### config.mk
export PLATFORM = sky130hd
export DESIGN_NAME = nv_unlock_detect
export DESIGN_NICKNAME = d
export VERILOG_FILES = /design/src/rtl/nv_unlock_pkg.sv /design/src/rtl/nv_unlock_match.sv /design/src/rtl/nv_unlock_fsm.sv /design/src/rtl/nv_unlock_detect.sv
export SDC_FILE = /design/constraint.sdc
export NUM_CORES = 1
export LEC_CHECK = 0
export BUFFER_PORTS_ARGS = -buffer_cell sky130_fd_sc_hd__buf_4
export CAP_MARGIN = 5
export CORE_AREA = 2 2 39 41
export DETAILED_ROUTE_END_ITERATION = 10
export DIE_AREA = 0 0 41 43
export PLACE_DENSITY = 0.72
export SLEW_MARGIN = 20
export SYNTH_ARGS = -nofsm -noshare
export SYNTH_HDL_FRONTEND = slang
export SYNTH_SLANG_ARGS = --single-unit
export TNS_END_PERCENT = 5
### constraint.sdc
create_clock -name clk -period 4.45 [get_ports clk]
set_input_delay 0.445 -clock clk [delete_from_list [all_inputs] [get_ports clk]]
set_output_delay 0.445 -clock clk [all_outputs]
set_load 0.01 [all_outputs]
### src/rtl/nv_unlock_pkg.sv
package nv_unlock_pkg;
   localparam int unsigned KEY_W      = 14;
   localparam int unsigned PREFIX_LEN = 5;
   typedef logic [KEY_W-1:0] key_t;
   // Shared prefix, in the order it must be read
   localparam key_t PREFIX_KEYS [PREFIX_LEN] =
      '{14'h0E38, 14'h31C7, 14'h03E0, 14'h3C1F, 14'h303F};
   localparam key_t STORE_KEY  = 14'h0FC0;
   localparam key_t RECALL_KEY = 14'h0C63;
endpackage

### src/rtl/nv_unlock_match.sv
module nv_unlock_match #(
   parameter int unsigned STEPS = 6,
   localparam int unsigned PREFIX = STEPS - 1,
   localparam int unsigned SW = $clog2(STEPS)
) (
   input  logic [nv_unlock_pkg::KEY_W-1:0] addr_lo,
   input  logic [SW-1:0]                   step,
   output logic                            hit_expected,
   output logic                            hit_first,
   output logic                            hit_store,
   output logic                            hit_recall
);
   import nv_unlock_pkg::*;

   logic [PREFIX-1:0] eq;

   for (genvar i = 0; i < PREFIX; i++) begin : g_cmp
      assign eq[i] = (addr_lo == PREFIX_KEYS[i]);
   end

   always_comb begin
      hit_expected = 1'b0;
      for (int i = 0; i < PREFIX; i++) begin
         if (step == SW'(i)) hit_expected = eq[i];
      end
   end

   assign hit_first  = eq[0];
   assign hit_store  = (addr_lo == STORE_KEY);
   assign hit_recall = (addr_lo == RECALL_KEY);
endmodule

### src/rtl/nv_unlock_fsm.sv
module nv_unlock_fsm #(
   parameter int unsigned STEPS = 6,
   parameter bit RESTART_ON_FIRST = 1'b1,
   localparam int unsigned PREFIX = STEPS - 1,
   localparam int unsigned SW = $clog2(STEPS)
) (
   input  logic          clk,
   input  logic          rst_n,
   input  logic          acc_strobe,
   input  logic          acc_we_n,
   input  logic          busy,
   input  logic          hit_expected,
   input  logic          hit_first,
   input  logic          hit_store,
   input  logic          hit_recall,
   output logic [SW-1:0] step,
   output logic          store_req,
   output logic          recall_req,
   output logic          rd_pass
);
   logic          rd_ok, at_last, fire_store, fire_recall;
   logic [SW-1:0] restart_step, step_nxt;

   assign rd_ok       = acc_strobe & acc_we_n & ~busy;
   assign at_last     = (step == SW'(PREFIX));
   assign fire_store  = rd_ok & at_last & hit_store;
   assign fire_recall = rd_ok & at_last & hit_recall;

   if (RESTART_ON_FIRST) begin : g_restart
      assign restart_step = hit_first ? SW'(1) : '0;
   end else begin : g_plain
      assign restart_step = '0;
   end

   always_comb begin
      step_nxt = step;
      if (busy) begin
         step_nxt = '0;
      end else if (acc_strobe) begin
         if (!acc_we_n)                            step_nxt = '0;
         else if (!at_last && hit_expected)        step_nxt = step + SW'(1);
         else if (at_last && (hit_store || hit_recall)) step_nxt = '0;
         else                                      step_nxt = restart_step;
      end
   end

   always_ff @(posedge clk or negedge rst_n) begin
      if (!rst_n) begin
         step       <= '0;
         store_req  <= 1'b0;
         recall_req <= 1'b0;
         rd_pass    <= 1'b0;
      end else begin
         step       <= step_nxt;
         store_req  <= fire_store;
         recall_req <= fire_recall;
         rd_pass    <= rd_ok & ~fire_store & ~fire_recall;
      end
   end

   AST_STORE_PULSE: assert property (@(posedge clk) disable iff (!rst_n)
      store_req |=> !store_req);
   AST_RECALL_PULSE: assert property (@(posedge clk) disable iff (!rst_n)
      recall_req |=> !recall_req);
   AST_REQ_AFTER_PREFIX: assert property (@(posedge clk) disable iff (!rst_n)
      (store_req || recall_req) |-> $past(step) == SW'(PREFIX));
   AST_WRITE_ABORT: assert property (@(posedge clk) disable iff (!rst_n)
      (acc_strobe && !acc_we_n) |=> (step == '0 && !store_req && !recall_req && !rd_pass));
   AST_BUSY_IDLE: assert property (@(posedge clk) disable iff (!rst_n)
      busy |=> (step == '0 && !store_req && !recall_req && !rd_pass));
   AST_ONE_OUTCOME: assert property (@(posedge clk) disable iff (!rst_n)
      $onehot0({store_req, recall_req, rd_pass}));
endmodule

### src/rtl/nv_unlock_detect.sv
module nv_unlock_detect #(
   parameter int unsigned ADDR_W = 15,
   parameter int unsigned CMP_W = 14,
   parameter int unsigned STEPS = 6,
   parameter bit RESTART_ON_FIRST = 1'b1,
   localparam int unsigned SW = $clog2(STEPS)
) (
   input  logic              clk,
   input  logic              rst_n,
   input  logic              acc_strobe,
   input  logic [ADDR_W-1:0] acc_addr,
   input  logic              acc_we_n,
   input  logic              acc_oe_n,
   input  logic              busy,
   output logic              store_req,
   output logic              recall_req,
   output logic              rd_pass
);
   if (CMP_W != nv_unlock_pkg::KEY_W) begin : g_bad_cmp
      $error("CMP_W must equal the key width");
   end
   if (ADDR_W < CMP_W) begin : g_bad_addr
      $error("ADDR_W must be at least CMP_W");
   end
   if (STEPS != nv_unlock_pkg::PREFIX_LEN + 1) begin : g_bad_steps
      $error("STEPS must be prefix length plus one");
   end

   logic [SW-1:0] step;
   logic hit_expected, hit_first, hit_store, hit_recall;

   // The output-enable level does not take part in detection
   logic unused_oe;
   assign unused_oe = acc_oe_n;

   // Address bits above the compared field are dropped
   if (ADDR_W > CMP_W) begin : g_hi
      logic unused_hi;
      assign unused_hi = ^acc_addr[ADDR_W-1:CMP_W];
   end

   nv_unlock_match #(.STEPS(STEPS)) u_match (
      .addr_lo      (acc_addr[CMP_W-1:0]),
      .step         (step),
      .hit_expected (hit_expected),
      .hit_first    (hit_first),
      .hit_store    (hit_store),
      .hit_recall   (hit_recall)
   );

   nv_unlock_fsm #(.STEPS(STEPS), .RESTART_ON_FIRST(RESTART_ON_FIRST)) u_fsm (
      .clk          (clk),
      .rst_n        (rst_n),
      .acc_strobe   (acc_strobe),
      .acc_we_n     (acc_we_n),
      .busy         (busy),
      .hit_expected (hit_expected),
      .hit_first    (hit_first),
      .hit_store    (hit_store),
      .hit_recall   (hit_recall),
      .step         (step),
      .store_req    (store_req),
      .recall_req   (recall_req),
      .rd_pass      (rd_pass)
   );
endmodule

# [Yosys cells after proc, flatten, opt, wreduce, memory -nomap -nowiden]
# Index checks and enable logic that the tools add are counted.
[op_classes] n_mux=11 n_reduce_logical=6 n_bitwise=10 n_addsub=1 n_eq_ne=12
[ops] op="equality test 14 x 12 -> 1 bit, second input constant" count=3
[ops] op="equality test 14 bit, second input constant" count=3
[ops] op="two-way mux 3 bit" count=5
[ops] op="equality test 14 x 10 -> 1 bit, second input constant" count=1
[ops] op="bitwise AND 1 bit" count=7
[ops] op="equality test 3 x 2 -> 1 bit, second input constant" count=2
[ops] op="equality test 3 bit, second input constant" count=2
[ops] op="two-way mux 1 bit" count=6
[ops] op="adder 3 x 1 -> 3 bit, second input constant" count=1
[ops] op="equality test 3 x 1 -> 1 bit, second input constant" count=1
[ops] op="logical NOT 3 bit" count=1
[ops] op="NOT 1 bit" count=3
[ops] op="logical AND 1 bit" count=2
[ops] op="nonzero test 2 bit" count=1
[ops] op="logical NOT 1 bit" count=1
[ops] op="logical OR 1 bit" count=1
[word_totals] word_cells=44 out_inout_bits=3 ff_bits=6

# [Depth between registers and ports, before layout]
[logic_depth] depth_word=11 depth_mapped=8 depth_no_buf=8

# [By module]
# A second synthesis with hierarchy kept.
[hier_totals] cells_unflattened=61 area_unflattened_um2=518.0
[modules_own_cells] module="nv_unlock_fsm" cells_per_inst=26 instances=1 area_per_inst_um2=287.8
[modules_own_cells] module="nv_unlock_match" cells_per_inst=35 instances=1 area_per_inst_um2=230.2

# [Worst setup path after synthesis]
# OpenSTA, ideal clock, no wires.
[synth_timing] path_type="register to register" from="reg u_fsm.step[1]" to="reg u_fsm.step[0]" path_slack_ns=2.691 path_stages_with_launch=9 period_less_slack_ns=1.759 n_path_buf=0 arrival_ns=1.634 setup_time_ns=0.125 path_cell_list="dfrtp_1 > inv_1 > ha_1 > nand3b_1 > nor4_1 > a221o_1 > a221oi_2 > nand2b_4 > o21ai_2"
[synth_via] elab_chain_cells=11 elab_cells_between_ends=19
[synth_lines] element="start: declaration" line_no="nv_unlock_fsm.sv:16" rtl="output logic [SW-1:0] step,"
[synth_lines] element="start signal: assignment" line_no="nv_unlock_fsm.sv:54" rtl="step <= step_nxt;"
[synth_lines] element="logical NOT 3 bit" line_no="nv_unlock_match.sv:24" rtl="if (step == SW'(i)) hit_expected = eq[i];"
[synth_lines] element="two-way mux 1 bit (5 in a row)" line_no="nv_unlock_match.sv:24"
[synth_lines] element="logical AND 1 bit" line_no="nv_unlock_fsm.sv:41" rtl="else if (!at_last && hit_expected) step_nxt = step + SW'(1);"
[synth_lines] element="two-way mux 3 bit *" line_no="nv_unlock_fsm.sv:41"
[synth_lines] element="two-way mux 3 bit *" line_no="nv_unlock_fsm.sv:40" rtl="if (!acc_we_n) step_nxt = '0;"
[synth_lines] element="two-way mux 3 bit *" line_no="nv_unlock_fsm.sv:39" rtl="end else if (acc_strobe) begin"
[synth_lines] element="two-way mux 3 bit *" line_no="nv_unlock_fsm.sv:37" rtl="if (busy) begin"
# Every way passes the cells marked *; elsewhere a longest branch is shown, timed or not. The select of a mux whose other input is x is not followed.
# A chain may end at the register's enable or synchronous reset.

# [Worst setup path in the final report]
[layout_timing] from="reg u_fsm.step[1]" to="reg u_fsm.step[2]"
# The elaborated chain is that of the path after synthesis.

==> flow_metrics.py <==
metrics = {
    "clock_network": {
        "clock-sinks": 6,
        "root_buffer": "clkbuf_4",
        "cts_tree": "done",
        "clk_latency_ps": 240,
        "cts_buffers": 3,
        "clk_pin_slew_ps": 40,
        "htreeDepth": 1,
        "cts_buffer_depth": 2,
        "ctsResizeCount": 0,
    },
    "sta": {
        "post-route-min-period_ps": 1930,
        "fin_tns_setup_ps": 0,
        "fmax_mhz": 518,
        "slew_violations": 0,
        "finalCritPeriodShare_pct": 43.4,
        "skew_ps": 0.126,
        "rsz0062_at_grt": "false",
        "hold_violations": 0,
        "finalSetupViolations": 0,
        "slew_headroom_pct": 70.9,
        "hold_ws_ps": 496,
        "worst_pin_slew_ps": 436,
    },
    "power_and_ir_drop": {
        "irDropWorstVdd_uv": 164,
        "power_uw": 129,
        "power_density_nw_per_um2": 169,
        "p_leak_nw": 0.342,
    },
    "floorplanning": {
        "rows": 14,
        "coreArea_um2": 1380,
        "io_pins": 24,
        "dieHeight_um": 43,
        "die_w_um": 41,
        "die_area_um2": 1760,
        "initial_core_util_pct": 40.1,
    },
    "finish": {
        "drive_gt1_share_pct": 34.9,
        "syn_to_final_growth_pct": 37.8,
        "stdcell_area_um2": 766,
        "utilization_pct": 55.3,
        "num_antenna_cells": 0,
        "nets": 114,
    },
    "job": {
        "max_cap_violations": 0,
    },
    "placement": {
        "dp_hpwl_um": 1080,
        "numPortBuffers": 21,
        "globalplace.congestion": 0.745,
        "placed_area_um2": 733,
    },
    "min_path": {
        "whs_path_depth": 4,
        "hp-class": "in2reg",
    },
    "synthesis": {
        "synth_nets": 87,
        "seq_area_frac_synth_pct": 27.0,
        "synthFlopType": "dfrtp_1",
        "synth-seq-cells": 6,
        "synth_area_um2": 556,
        "ys_types": 27,
        "synth_edf_count": 0,
        "synth_common_cells": "dfrtp_1 (6), ha_1 (5), inv_1 (5), nand3b_1 (4), nor2_1 (4)",
        "synth_area_leaders": "dfrtp_1 (27%), ha_1 (11%), nor4bb_1 (5.4%)",
        "synth_top_cell_area_share_pct": 27.0,
        "synthArstFlopShare_pct": 100,
        "yosysTopAreaCell": "dfrtp_1",
        "yosysMostFrequentCell": "dfrtp_1",
        "yosys_warnings": 0,
        "netlist_instances": 61,
        "syn_avg_cell_area_um2": 9.11,
    },
    "global_routing": {
        "met3_usage_pct": 7.85,
        "grt_busiest_layer": "met2",
        "grt_pass1_wl_um": 2060,
        "met1_usage_pct": 19.9,
        "antenna_found_initial": 0,
        "track_usage_pct": 17.1,
        "grt_max_degree": 8,
        "gr-usage-met2_pct": 28.1,
        "grt_pass1_vias": 536,
        "overflow": 0,
    },
    "routing": {
        "drt_iter0_drc": 9,
        "drc": 0,
        "ant_nets": 0,
        "vias": 558,
        "post_drt_via_cell_ratio": 5.47,
        "dr.pass1.iters": 4,
        "routedWlPerCell_um": 12.2,
        "wirelength_um": 1250,
    },
    "critical_path": {
        "cp.depth": 8,
        "crit_arrival_ps": 2050,
        "slowest_stage": "dfrtp_1",
        "critical_path_class": "reg2reg",
        "slowest_delay_ps": 410,
        "cp-start-kind": "register",
        "path_max_fanout": 5,
        "path_cells": "inv_1 -> ha_1 -> nand3b_1 -> nor4_1 -> a221o_1 -> a221oi_2 -> nand2b_4 -> o21ai_2",
        "cp.required_ps": 4580,
        "ff2ff_path_depth": 8,
        "path_delay_family": "compound AO/OA/AOI/OAI gates",
        "crit_path_end_kind": "register",
        "crit_buf_inv": 1,
    },
    "run_status": {
        "status": "finished, final reports clean",
    },
}
==> worst paths after layout <==
| check | endpoint | startpoint | slack, ps |
|---|---|---|---|
| max | u_fsm.step[2] | u_fsm.step[1] | 2520 |
| min | u_fsm.step[1] | busy | 500 |
| max reg2reg | u_fsm.step[2] | u_fsm.step[1] | 2520 |
| min reg2reg | u_fsm.step[0] | u_fsm.step[0] | 550 |
| max in group asynchronous | u_fsm.step[2] | rst_n | 3790 |
| min in group asynchronous | u_fsm.rd_pass | rst_n | 550 |
==> metal layers <==
layer / vias to the layer above / wire [um]
met5: - / 0
met4: 0 / 0
met3: 0 / 87
met2: 16 / 655
met1: 252 / 502
li1: 290 / -
==> report_power, final <==
group	leakage (nW)	switching [mW]	internal, mW
registers	0.0833	0.0000971	0.0551
clock network	0.0138	0.0180	0.0304
logic	0.245	0.0105	0.0154
total	0.342	0.0285	0.101
==> sequential cells by signal, indices dropped and copies added (netlist names) <==
signal	count
u_fsm.rd_pass	1
u_fsm.recall_req	1
u_fsm.step	3
u_fsm.store_req	1
==> worst reg2reg max path, cell delays in order, from the launching register on <==
cell      delay, ps
dfrtp_1         410
inv_1            90
ha_1            230
nand3b_1        130
nor4_1           60
a221o_1         350
a221oi_2        280
nand2b_4        200
o21ai_2          60
==> cell families (layout without fill, tap and decap cells) <==
kind of cell	after synthesis	in the layout	share of synthesized area [%]
AO/OA/AOI/OAI	9	9	13.7
AND/OR/NAND/NOR	36	36	44.6
flip-flops	6	6	27.0
adder cells (fa/ha/maj)	5	5	11.3
buffers and inverters	5	30	3.38
==> repair_timing <==
action	4_1_cts	5_1_grt
hold buffers	0	1
setup buffers	0	0
hold endpoints to repair	0	6
endpoints found under the setup margin	0	0
==> per-stage QoR <==
step	setup WS, ps	instances
6_report	2520	102
5_1_grt	2350	102
4_1_cts	2520	101
3_5_place_dp	2520	98
3_3_place_gp	2520	98
2_1_floorplan	2690	61
==> layout make-up <==
type	instances	area (um2)
clock buffers	3	22.5
fillers	133	618
inverters	5	18.8
multi-input cells	50	387
flip-flops and latches	6	150
well taps	16	20.0
repair buffers	22	168
==> placed cells by master, fill, tap and decap left out, types with 2 or more instances in the layout <==
| master | netlist | layout |
|---|---|---|
| buf_4 | 0 | 21 |
| dfrtp_1 | 6 | 6 |
| inv_1 | 5 | 5 |
| ha_1 | 5 | 5 |
| nand3b_1 | 4 | 4 |
| nor2_1 | 4 | 4 |
| nand3_1 | 3 | 3 |
| nor4bb_1 | 3 | 3 |
| nand4_1 | 3 | 3 |
| nand2_1 | 3 | 3 |
| nor4_1 | 3 | 3 |
| o21ai_2 | 3 | 3 |
| clkbuf_4 | 0 | 3 |
| nor3b_1 | 2 | 2 |
| and3_1 | 2 | 2 |
| nor3_1 | 2 | 2 |
No activity file was read; power rests on OpenSTA's default activity.
